[config.mk]
export PLATFORM = sky130hd
export DESIGN_NAME = alnum_seg_latch
export DESIGN_NICKNAME = d
export VERILOG_FILES = /design/src/rtl/alnum_pkg.sv /design/src/rtl/alnum_store.sv /design/src/rtl/alnum_frame.sv /design/src/rtl/alnum_stream.sv /design/src/rtl/alnum_seg_latch.sv
export SDC_FILE = /design/constraint.sdc
export NUM_CORES = 2
export LEC_CHECK = 0
export BUFFER_PORTS_ARGS = -buffer_cell sky130_fd_sc_hd__buf_2
export CAP_MARGIN = 5
export CORE_ASPECT_RATIO = 1.25
export CORE_MARGIN = 1
export CORE_UTILIZATION = 40
export DETAILED_ROUTE_END_ITERATION = 12
export GPL_TIMING_DRIVEN = 0
export PLACE_DENSITY_LB_ADDON = 0.3
export REMOVE_ABC_BUFFERS = 1
export SLEW_MARGIN = 40
export SYNTH_ARGS = -nofsm -noshare
export SYNTH_HDL_FRONTEND = slang
export SYNTH_SLANG_ARGS = --single-unit
[constraint.sdc]
create_clock -name clk -period 2.7 [get_ports clk]
set_input_delay 0.135 -clock clk [delete_from_list [all_inputs] [get_ports clk]]
set_output_delay 0.135 -clock clk [all_outputs]
set_load 0.02 [all_outputs]
[src/rtl/alnum_pkg.sv]
package alnum_pkg;
  // Register offsets: the host software decodes these, so they stay fixed.
  localparam logic [7:0] OFS_POS   = 8'h3B;
  localparam logic [7:0] OFS_R1_LO = 8'h3C;
  localparam logic [7:0] OFS_R1_HI = 8'h3D;
  localparam logic [7:0] OFS_R2_LO = 8'h3E;
  localparam logic [7:0] OFS_R2_HI = 8'h3F;

  localparam int SEG_W = 16;

  // Reorder stored segment bits into the driver's wire order.
  function automatic logic [15:0] seg_permute(input logic [15:0] s);
    return {s[7], s[15], s[12], s[10], s[8], s[14], s[13], s[9], s[11], s[6:0]};
  endfunction
endpackage

[src/rtl/alnum_store.sv]
module alnum_store #(
  parameter int ENTRIES = 40,
  parameter int ROW_OFS = 20,
  parameter int POS_W   = 5,
  parameter int ADDR_W  = 8,
  parameter int SEG_W   = 16
) (
  input  logic                     clk,
  input  logic                     rst_n,
  input  logic                     wr_en,
  input  logic [ADDR_W-1:0]        wr_addr,
  input  logic [SEG_W/2-1:0]       wr_data,
  input  logic                     clear,
  output logic [ENTRIES*SEG_W-1:0] store_flat
);
  localparam int HALF = SEG_W / 2;
  localparam int IW   = $clog2(ENTRIES + (1 << POS_W)) + 1;

  logic [POS_W-1:0] pos_q;
  logic [IW-1:0]    r1_idx, r2_idx;
  logic             r1_ok, r2_ok;
  logic             sel_pos, sel_r1lo, sel_r1hi, sel_r2lo, sel_r2hi;

  assign sel_pos  = wr_en && (wr_addr == ADDR_W'(alnum_pkg::OFS_POS));
  assign sel_r1lo = wr_en && (wr_addr == ADDR_W'(alnum_pkg::OFS_R1_LO));
  assign sel_r1hi = wr_en && (wr_addr == ADDR_W'(alnum_pkg::OFS_R1_HI));
  assign sel_r2lo = wr_en && (wr_addr == ADDR_W'(alnum_pkg::OFS_R2_LO));
  assign sel_r2hi = wr_en && (wr_addr == ADDR_W'(alnum_pkg::OFS_R2_HI));

  assign r1_idx = IW'(pos_q);
  assign r2_idx = IW'(pos_q) + IW'(ROW_OFS);
  assign r1_ok  = r1_idx < IW'(ENTRIES);
  assign r2_ok  = r2_idx < IW'(ENTRIES);

  always_ff @(posedge clk) begin
    if (!rst_n)       pos_q <= '0;
    else if (sel_pos) pos_q <= wr_data[POS_W-1:0];
  end

  for (genvar e = 0; e < ENTRIES; e++) begin : g_ent
    logic [SEG_W-1:0] ent_q, ent_d;
    logic             hit_lo, hit_hi;

    always_comb begin
      hit_lo = (sel_r1lo && r1_ok && r1_idx == IW'(e)) ||
               (sel_r2lo && r2_ok && r2_idx == IW'(e));
      hit_hi = (sel_r1hi && r1_ok && r1_idx == IW'(e)) ||
               (sel_r2hi && r2_ok && r2_idx == IW'(e));
      // Clear first, then merge any same-cycle write.
      ent_d  = (clear ? '0 : ent_q) |
               {(hit_hi ? wr_data : HALF'(0)), (hit_lo ? wr_data : HALF'(0))};
    end

    always_ff @(posedge clk) begin
      if (!rst_n) ent_q <= '0;
      else        ent_q <= ent_d;
    end

    assign store_flat[e*SEG_W +: SEG_W] = ent_q;
  end

  AST_BITS_ONLY_SET: assert property (@(posedge clk) disable iff (!rst_n)
    !clear |=> ((store_flat & $past(store_flat)) == $past(store_flat)));
  AST_CLEAR_EMPTY: assert property (@(posedge clk) disable iff (!rst_n)
    (clear && !wr_en) |=> (store_flat == '0));
  AST_OOR_IGNORED: assert property (@(posedge clk) disable iff (!rst_n)
    ((sel_r2lo || sel_r2hi) && !r2_ok && !clear) |=> $stable(store_flat));
endmodule

[src/rtl/alnum_frame.sv]
module alnum_frame #(
  parameter int ENTRIES    = 40,
  parameter int ROW_OFS    = 20,
  parameter int ROW_DIGITS = 16,
  parameter int SEG_W      = 16
) (
  input  logic                          clk,
  input  logic                          rst_n,
  input  logic                          capture,
  input  logic [ENTRIES*SEG_W-1:0]      store_flat,
  output logic [2*ROW_DIGITS*SEG_W-1:0] frame_flat
);
  localparam int DIGITS = 2 * ROW_DIGITS;

  for (genvar d = 0; d < DIGITS; d++) begin : g_dig
    localparam int SRC = (d < ROW_DIGITS) ? d : (d - ROW_DIGITS + ROW_OFS);
    logic [SEG_W-1:0] snap_q;

    always_ff @(posedge clk) begin
      if (!rst_n)       snap_q <= '0;
      else if (capture) snap_q <= alnum_pkg::seg_permute(store_flat[SRC*SEG_W +: SEG_W]);
    end

    assign frame_flat[d*SEG_W +: SEG_W] = snap_q;
  end
endmodule

[src/rtl/alnum_stream.sv]
module alnum_stream #(
  parameter int DIGITS = 32,
  parameter int SEG_W  = 16,
  parameter int DW     = $clog2(DIGITS)
) (
  input  logic                    clk,
  input  logic                    rst_n,
  input  logic                    start,
  input  logic [DIGITS*SEG_W-1:0] frame_flat,
  input  logic                    seg_ready,
  output logic                    seg_valid,
  output logic [DW-1:0]           seg_digit,
  output logic [SEG_W-1:0]        seg_pattern
);
  localparam logic [DW-1:0] LAST = DW'(DIGITS - 1);

  logic [DW-1:0] cnt_q;
  logic          valid_q;

  always_ff @(posedge clk) begin
    if (!rst_n) begin
      cnt_q   <= '0;
      valid_q <= 1'b0;
    end else if (start) begin
      cnt_q   <= '0;
      valid_q <= 1'b1;
    end else if (valid_q && seg_ready) begin
      if (cnt_q == LAST) begin
        cnt_q   <= '0;
        valid_q <= 1'b0;
      end else begin
        cnt_q <= cnt_q + 1'b1;
      end
    end
  end

  assign seg_valid   = valid_q;
  assign seg_digit   = cnt_q;
  assign seg_pattern = frame_flat[int'(cnt_q)*SEG_W +: SEG_W];

  AST_START_DIGIT0: assert property (@(posedge clk) disable iff (!rst_n)
    start |=> (seg_valid && seg_digit == '0));
  AST_STALL_HOLD: assert property (@(posedge clk) disable iff (!rst_n)
    (seg_valid && !seg_ready && !start) |=>
      (seg_valid && $stable(seg_digit) && $stable(seg_pattern)));
  AST_STEP_ONE: assert property (@(posedge clk) disable iff (!rst_n)
    (seg_valid && seg_ready && !start && seg_digit != LAST) |=>
      (seg_valid && seg_digit == $past(seg_digit) + 1'b1));
  AST_LAST_DROP: assert property (@(posedge clk) disable iff (!rst_n)
    (seg_valid && seg_ready && !start && seg_digit == LAST) |=> !seg_valid);
endmodule

[src/rtl/alnum_seg_latch.sv]
module alnum_seg_latch #(
  parameter int ENTRIES    = 40,
  parameter int ROW_OFS    = 20,
  parameter int ROW_DIGITS = 16,
  parameter int POS_W      = 5,
  parameter int ADDR_W     = 8,
  parameter int SEG_W      = alnum_pkg::SEG_W,
  parameter int DIGITS     = 2 * ROW_DIGITS,
  parameter int DW         = $clog2(DIGITS)
) (
  input  logic               clk,
  input  logic               rst_n,
  input  logic               wr_en,
  input  logic [ADDR_W-1:0]  wr_addr,
  input  logic [SEG_W/2-1:0] wr_data,
  input  logic               frame_tick,
  output logic               seg_valid,
  input  logic               seg_ready,
  output logic [DW-1:0]      seg_digit,
  output logic [SEG_W-1:0]   seg_pattern
);
  logic [ENTRIES*SEG_W-1:0] store_flat;
  logic [DIGITS*SEG_W-1:0]  frame_flat;

  alnum_store #(.ENTRIES(ENTRIES), .ROW_OFS(ROW_OFS), .POS_W(POS_W),
                .ADDR_W(ADDR_W), .SEG_W(SEG_W)) u_store (
    .clk(clk), .rst_n(rst_n), .wr_en(wr_en), .wr_addr(wr_addr),
    .wr_data(wr_data), .clear(frame_tick), .store_flat(store_flat));

  alnum_frame #(.ENTRIES(ENTRIES), .ROW_OFS(ROW_OFS),
                .ROW_DIGITS(ROW_DIGITS), .SEG_W(SEG_W)) u_frame (
    .clk(clk), .rst_n(rst_n), .capture(frame_tick),
    .store_flat(store_flat), .frame_flat(frame_flat));

  alnum_stream #(.DIGITS(DIGITS), .SEG_W(SEG_W), .DW(DW)) u_stream (
    .clk(clk), .rst_n(rst_n), .start(frame_tick), .frame_flat(frame_flat),
    .seg_ready(seg_ready), .seg_valid(seg_valid), .seg_digit(seg_digit),
    .seg_pattern(seg_pattern));
endmodule

; Word-level counts from Yosys, hierarchy flattened
; Cells that the tools add are included.
[op_classes]
eq_ne = 64
mux = 100
shift = 1
n_reduce_logical = 192
addsub = 2
n_bitwise = 33
n_lt_le_gt_ge = 2
[ops]
columns = operator, n
row1 = $mux 16, 32
row2 = $mux 8, 64
row3 = $or 16x16->16, 32
row4 = $shiftx 512x10->16, 1
row5 = $logic_and 1x1->1, 130
row6 = $eq 8x5->1 const B, 12
row7 = $eq 8x6->1 const B, 9
row8 = $eq 5x5->1 const B, 13
row9 = $eq 8x4->1 const B, 8
row10 = $logic_or 1x1->1, 56
row11 = $eq 5x4->1 const B, 8
row12 = $eq 8x3->1 const B, 4
row13 = $eq 5x3->1 const B, 4
row14 = $eq 8x2->1 const B, 2
row15 = $logic_not 8->1, 2
row16 = $eq 5x2->1 const B, 2
row17 = $eq 8x1->1 const B, 1
row18 = $lt 8x6->1 const B, 1
row19 = $add 5x5->6 const B, 1
row20 = $lt 5x6->1 const B, 1
row21 = $add 5x1->5 const B, 1
row22 = $eq 5x1->1 const B, 1
row23 = $mux 5, 1
row24 = $reduce_bool 2->1, 2
row25 = other kinds (4), 6
[totals]
register_bits = 1035
wordCells = 461
in_bits = 21

; Depth between registers and ports, before layout
[depth]
word_depth = 7
mapped_depth = 8
depth_no_buf = 6

; By module
; Synthesis repeated with hierarchy kept, for this count alone.
[hier_totals]
cells_unflattened = 4105
hier_area_um2 = 44929.3
[modules_own_cells]
columns = mod, instances, seq_area_each_um2, cells_per_inst, area_per_inst_um2
row1 = alnum_store, 1, 12912.4, 2053, 20768.7
row2 = alnum_frame, 1, 10249.8, 1650, 19819.0
row3 = alnum_stream, 1, 120.1, 402, 4341.7

; Worst setup path after synthesis
; No wires, ideal clock.
[synth_path]
path_kind = register to output
from = register u_stream.cnt_q[0] (netlist: u_stream.seg_digit[0])
to = output port seg_pattern[10]
stages_incl_launch_ff = 6
arrival_ns = 2.238
n_path_buf = 2
slack_ns = 0.327
path_cell_list = dfxtp_1 > buf_2 > buf_2 > mux4_2 > a2111oi_0 > a21oi_1
[synth_between]
elab_chain_cells = 1
[synth_rtl]
columns = item, line
row1 = from (decl), alnum_stream.sv:17  ; logic [DW-1:0] cnt_q;
row2 = from (signal assigned), alnum_stream.sv:32  ; cnt_q <= cnt_q + 1'b1;
row3 = $shiftx 512x10->16, alnum_stream.sv:39  ; assign seg_pattern = frame_flat[int'(cnt_q)*SEG_W +: SEG_W];
row4 = to (decl), alnum_seg_latch.sv:20  ; output logic [SEG_W-1:0] seg_pattern
; No other way between the ends.

; Worst setup path after layout
; Same ends and word-level chain as after synthesis.

==> results by group <==
Clocking
  – CTS Sinks: around 1000
  – Root Driver: clkbuf_16
  – H-tree lvl count: 3
  – Clk pin slew, worst setup/hold paths: ~60 ps
  – CTS max path bufs: 3
  – CTS buffer count: 97
  – CTS tree: yes
  – Clk_lat worst skew: about 670 ps

Place
  – HPWL after DPL: 80600 um
  – Dpl ws: -880 ps
  – Port bufs: 42
  – Final Wtd Congestion: roughly 0.77

Setup path
  – CP max stage delay: 550 ps
  – CP startpoint kind: flop
  – Crit path max fanout: 6
  – Crit path DAT: about 2900 ps
  – Critical-path top delay cell: mux4_2
  – CP Data Required Time: 2570 ps
  – Critical path class: flop to primary output
  – Setup crit end kind: primary output
  – Critical-path cell list: buf_12 -> buf_16 -> buf_16 -> buf_16 -> mux4_2 -> a22o_4 -> a2111oi_4 -> a21oi_2 -> buf_6
  – Most frequent CP cell: buf_16

Die
  – # rows: 130
  – Initial Utilization: between 40% and 50%
  – Core area: just over 100000 sq um
  – Die Ht: roughly 360 um
  – Io pins: 43
  – Chip width: between 200 and 300 um
  – Die area: 103000 sq um

Logic synthesis
  – Number of synthesis warnings: 0
  – Fraction of registers with async set/reset: 0%
  – Mapped Cells: ~4000
  – EDFF count, synth: 0
  – Mapped Area: between 40000 and 50000 sq um
  – Yosys reg bits: 1035
  – Most common cell in the synthesized netlist: dfxtp_1
  – Largest cells by area after synthesis: dfxtp_1 (51%), mux2i_1 (14%), nor2b_1 (8.0%)
  – Synth Flop Type: dfxtp_1
  – Share of the synthesized area in the top cell type: between 50% and 60%
  – Post-synth top cells: dfxtp_1 (1035), nand2_1 (591), mux2i_1 (583)
  – Cell taking the most area after synthesis: dfxtp_1
  – Post-synthesis sequential area ratio: between 50 and 60%
  – Synth cell types: 49
  – Avg Inst Size Synth: approximately 10 sq um

Detailed routing
  – Routed Wire Length: approximately 130000 um
  – DR WL/cell: 24.4 um
  – DR pass1 iterations: 9
  – Drt via density: ~5.7
  – Via count: approximately 30000
  – First-iteration detailed-routing DRC count: 2704
  – Routed Antenna Nets: 0
  – Drt drc: 16

Hold path
  – Min-Delay Path Class: primary input to flop

Global route
  – Vias in the first global route: roughly 30000
  – Initial antenna violation count: 3
  – First-pass GRT wire length: between 150000 and 200000 um
  – Total grt overflow: 0
  – Largest net degree at the start of global routing: about 110
  – GRT Util Overall: roughly 25%

Timing
  – Final Hold Viols: 0
  – Fin Clk Skew: between 20 and 25 ps
  – RSZ-0062 raised after global routing: yes
  – Max Transition Viols Final: 0
  – Tightest Pin Transition: 926 ps
  – Min Tclk post-route: 3040 ps
  – Max Clk Rate: roughly 330 MHz
  – Worst Setup Slack, final: -340 ps
  – Final setup viols: 15
  – Tcrit/Tclk final: 113%
  – Slew HR: 38.3%

Layout
  – Area delta synth->final: 20.4%
  – Multi-input gate area: 19800 sq um
  – Total area of sequential cells: slightly above 20000 sq um
  – FILL cells: 9018
  – Number of nets in the layout: 3978
  – Share of cells above drive strength 1: between 15 and 20%

Power
  – Leakage Power: 17.7 nW
  – Power share of the sequential group: between 40% and 50%
  – Clock power frac: 46.2%
  – Final Power: approximately 31 mW
  – Pwr/cell area: approximately 620 nW/um^2
  – Psw: between 6 and 7 mW
  – Switching share of power: between 20% and 30%
  – Worst VDD drop: about 0.5 mV
  – Logic gate share of total power: 4.0%
  – Power Internal: between 20 and 25 mW

Job
  – Total of max-cap violations: 0

Status
  – Failing checks: design-rule violations, negative setup slack
  – Status: finished with violations
-- what timing repair did --
item                       CTS  global route
hold endpoints to repair    68             0
resized for setup          153            67
cloned                      10             1
buffers inserted            59            13
pin swaps                   34            11
setup endpoints to repair  221           306
hold buffers                11             0
-- worst paths after layout --
| path | start | end | slack, ps | depth (start not counted) |
|---|---|---|---|---|
| min reg2reg | u_store.g_ent[12].ent_q[11] | u_store.g_ent[12].ent_q[11] | 450 | 2 |
| max | u_stream.seg_digit[0] | seg_pattern[10] | -340 | 9 |
| max reg2reg | u_store.pos_q[2] | u_store.g_ent[35].ent_q[3] | 110 | 7 |
| min | frame_tick | u_frame.g_dig[10].snap_q[3] | 50 | 4 |
-- layout by cell type, fill, tap and decap left out, drive strengths merged, types with 26 or more instances in the layout --
cell / synthesis / layout
mux4: 95 / 95
mux2i: 583 / 583
clkinv: 0 / 27
dfxtp: 1035 / 1035
a22o: 58 / 58
clkbuf: 229 / 134
nand2: 591 / 591
a21oi: 38 / 38
o21ai: 203 / 203
nor2b: 525 / 525
buf: 87 / 255
nor2: 26 / 26
o221ai: 288 / 288
-- metrics by stage --
step	cell area [sq um]	util [%]	hold WS, ps	TNS (ps)	instances
3_5_place_dp	44000	43.6	441	-135330	5080
6_report	49200	48.8	54.1	-3400	5346
5_1_grt	49200	48.8	54.0	-4410	5344
4_1_cts	48900	48.5	29.2	-30060	5333
3_3_place_gp	41400	41.1	433	-	4947
2_1_floorplan	39600	-	263	-7419310	3585
-- state kept, by name, summed over array words and instances (netlist names) --
name,flops
u_frame.g_dig.snap_q,512
u_store.g_ent.ent_q,512
u_store.pos_q,5
u_stream.seg_digit,5
u_stream.seg_valid,1
-- final cells by class --
| class | count | share of cell area (%) |
|---|---|---|
| flip-flops and latches | 1035 | 42.2 |
| multi-input cells | 2544 | 40.3 |
| repair buffers | 266 | 7.50 |
| clock buffers | 133 | 5.66 |
| well taps | 1320 | 3.36 |
| clock inverters | 40 | 0.956 |
| inverters | 6 | 0.0458 |
| diodes | 2 | 0.0102 |
-- kinds of logic (layout without fill, tap and decap cells) --
group / after synthesis / in the layout / share of synthesized area [%]
flip-flops: 1035 / 1035 / 50.7
buffers and inverters: 322 / 445 / 3.16
AND/OR/NAND/NOR: 1215 / 1215 / 14.9
multiplexers: 678 / 678 / 19.5
other: 0 / 2 / 0
AO/OA/AOI/OAI: 644 / 644 / 11.5
adder cells (fa/ha/maj): 7 / 7 / 0.214
-- metal layers --
metal | vias to the layer above | routed length, um | share of wire [%] | track usage (%)
li1 | 14000 | - | - | -
met1 | 15300 | 56700 | 43 | 33.1
met2 | 1015 | 60900 | 47 | 39.1
met4 | 0 | 4910 | 3.8 | 10.6
met3 | 218 | 7900 | 6.1 | 4.16
met5 | - | 0 | 0 | 0
-- power groups by stage --
stage	combinational, mW	sequential (mW)	clock, mW
2_1_floorplan	0.430	15.6	0
3_3_place_gp	1.48	15.7	0
3_5_place_dp	1.10	15.6	0
4_1_cts	1.21	15.3	14.3
5_1_grt	1.27	15.3	15.0
6_report	1.23	15.3	14.2
-- critical path: cells and delay by family, from the launching register on --
kind / cells / cell delay, ps
multiplexers: 1 / 550
buffers and inverters: 5 / 660
AO/OA/AOI/OAI: 3 / 640
flip-flops: 1 / 350
Note: power is estimated with default switching activity, not from simulation.
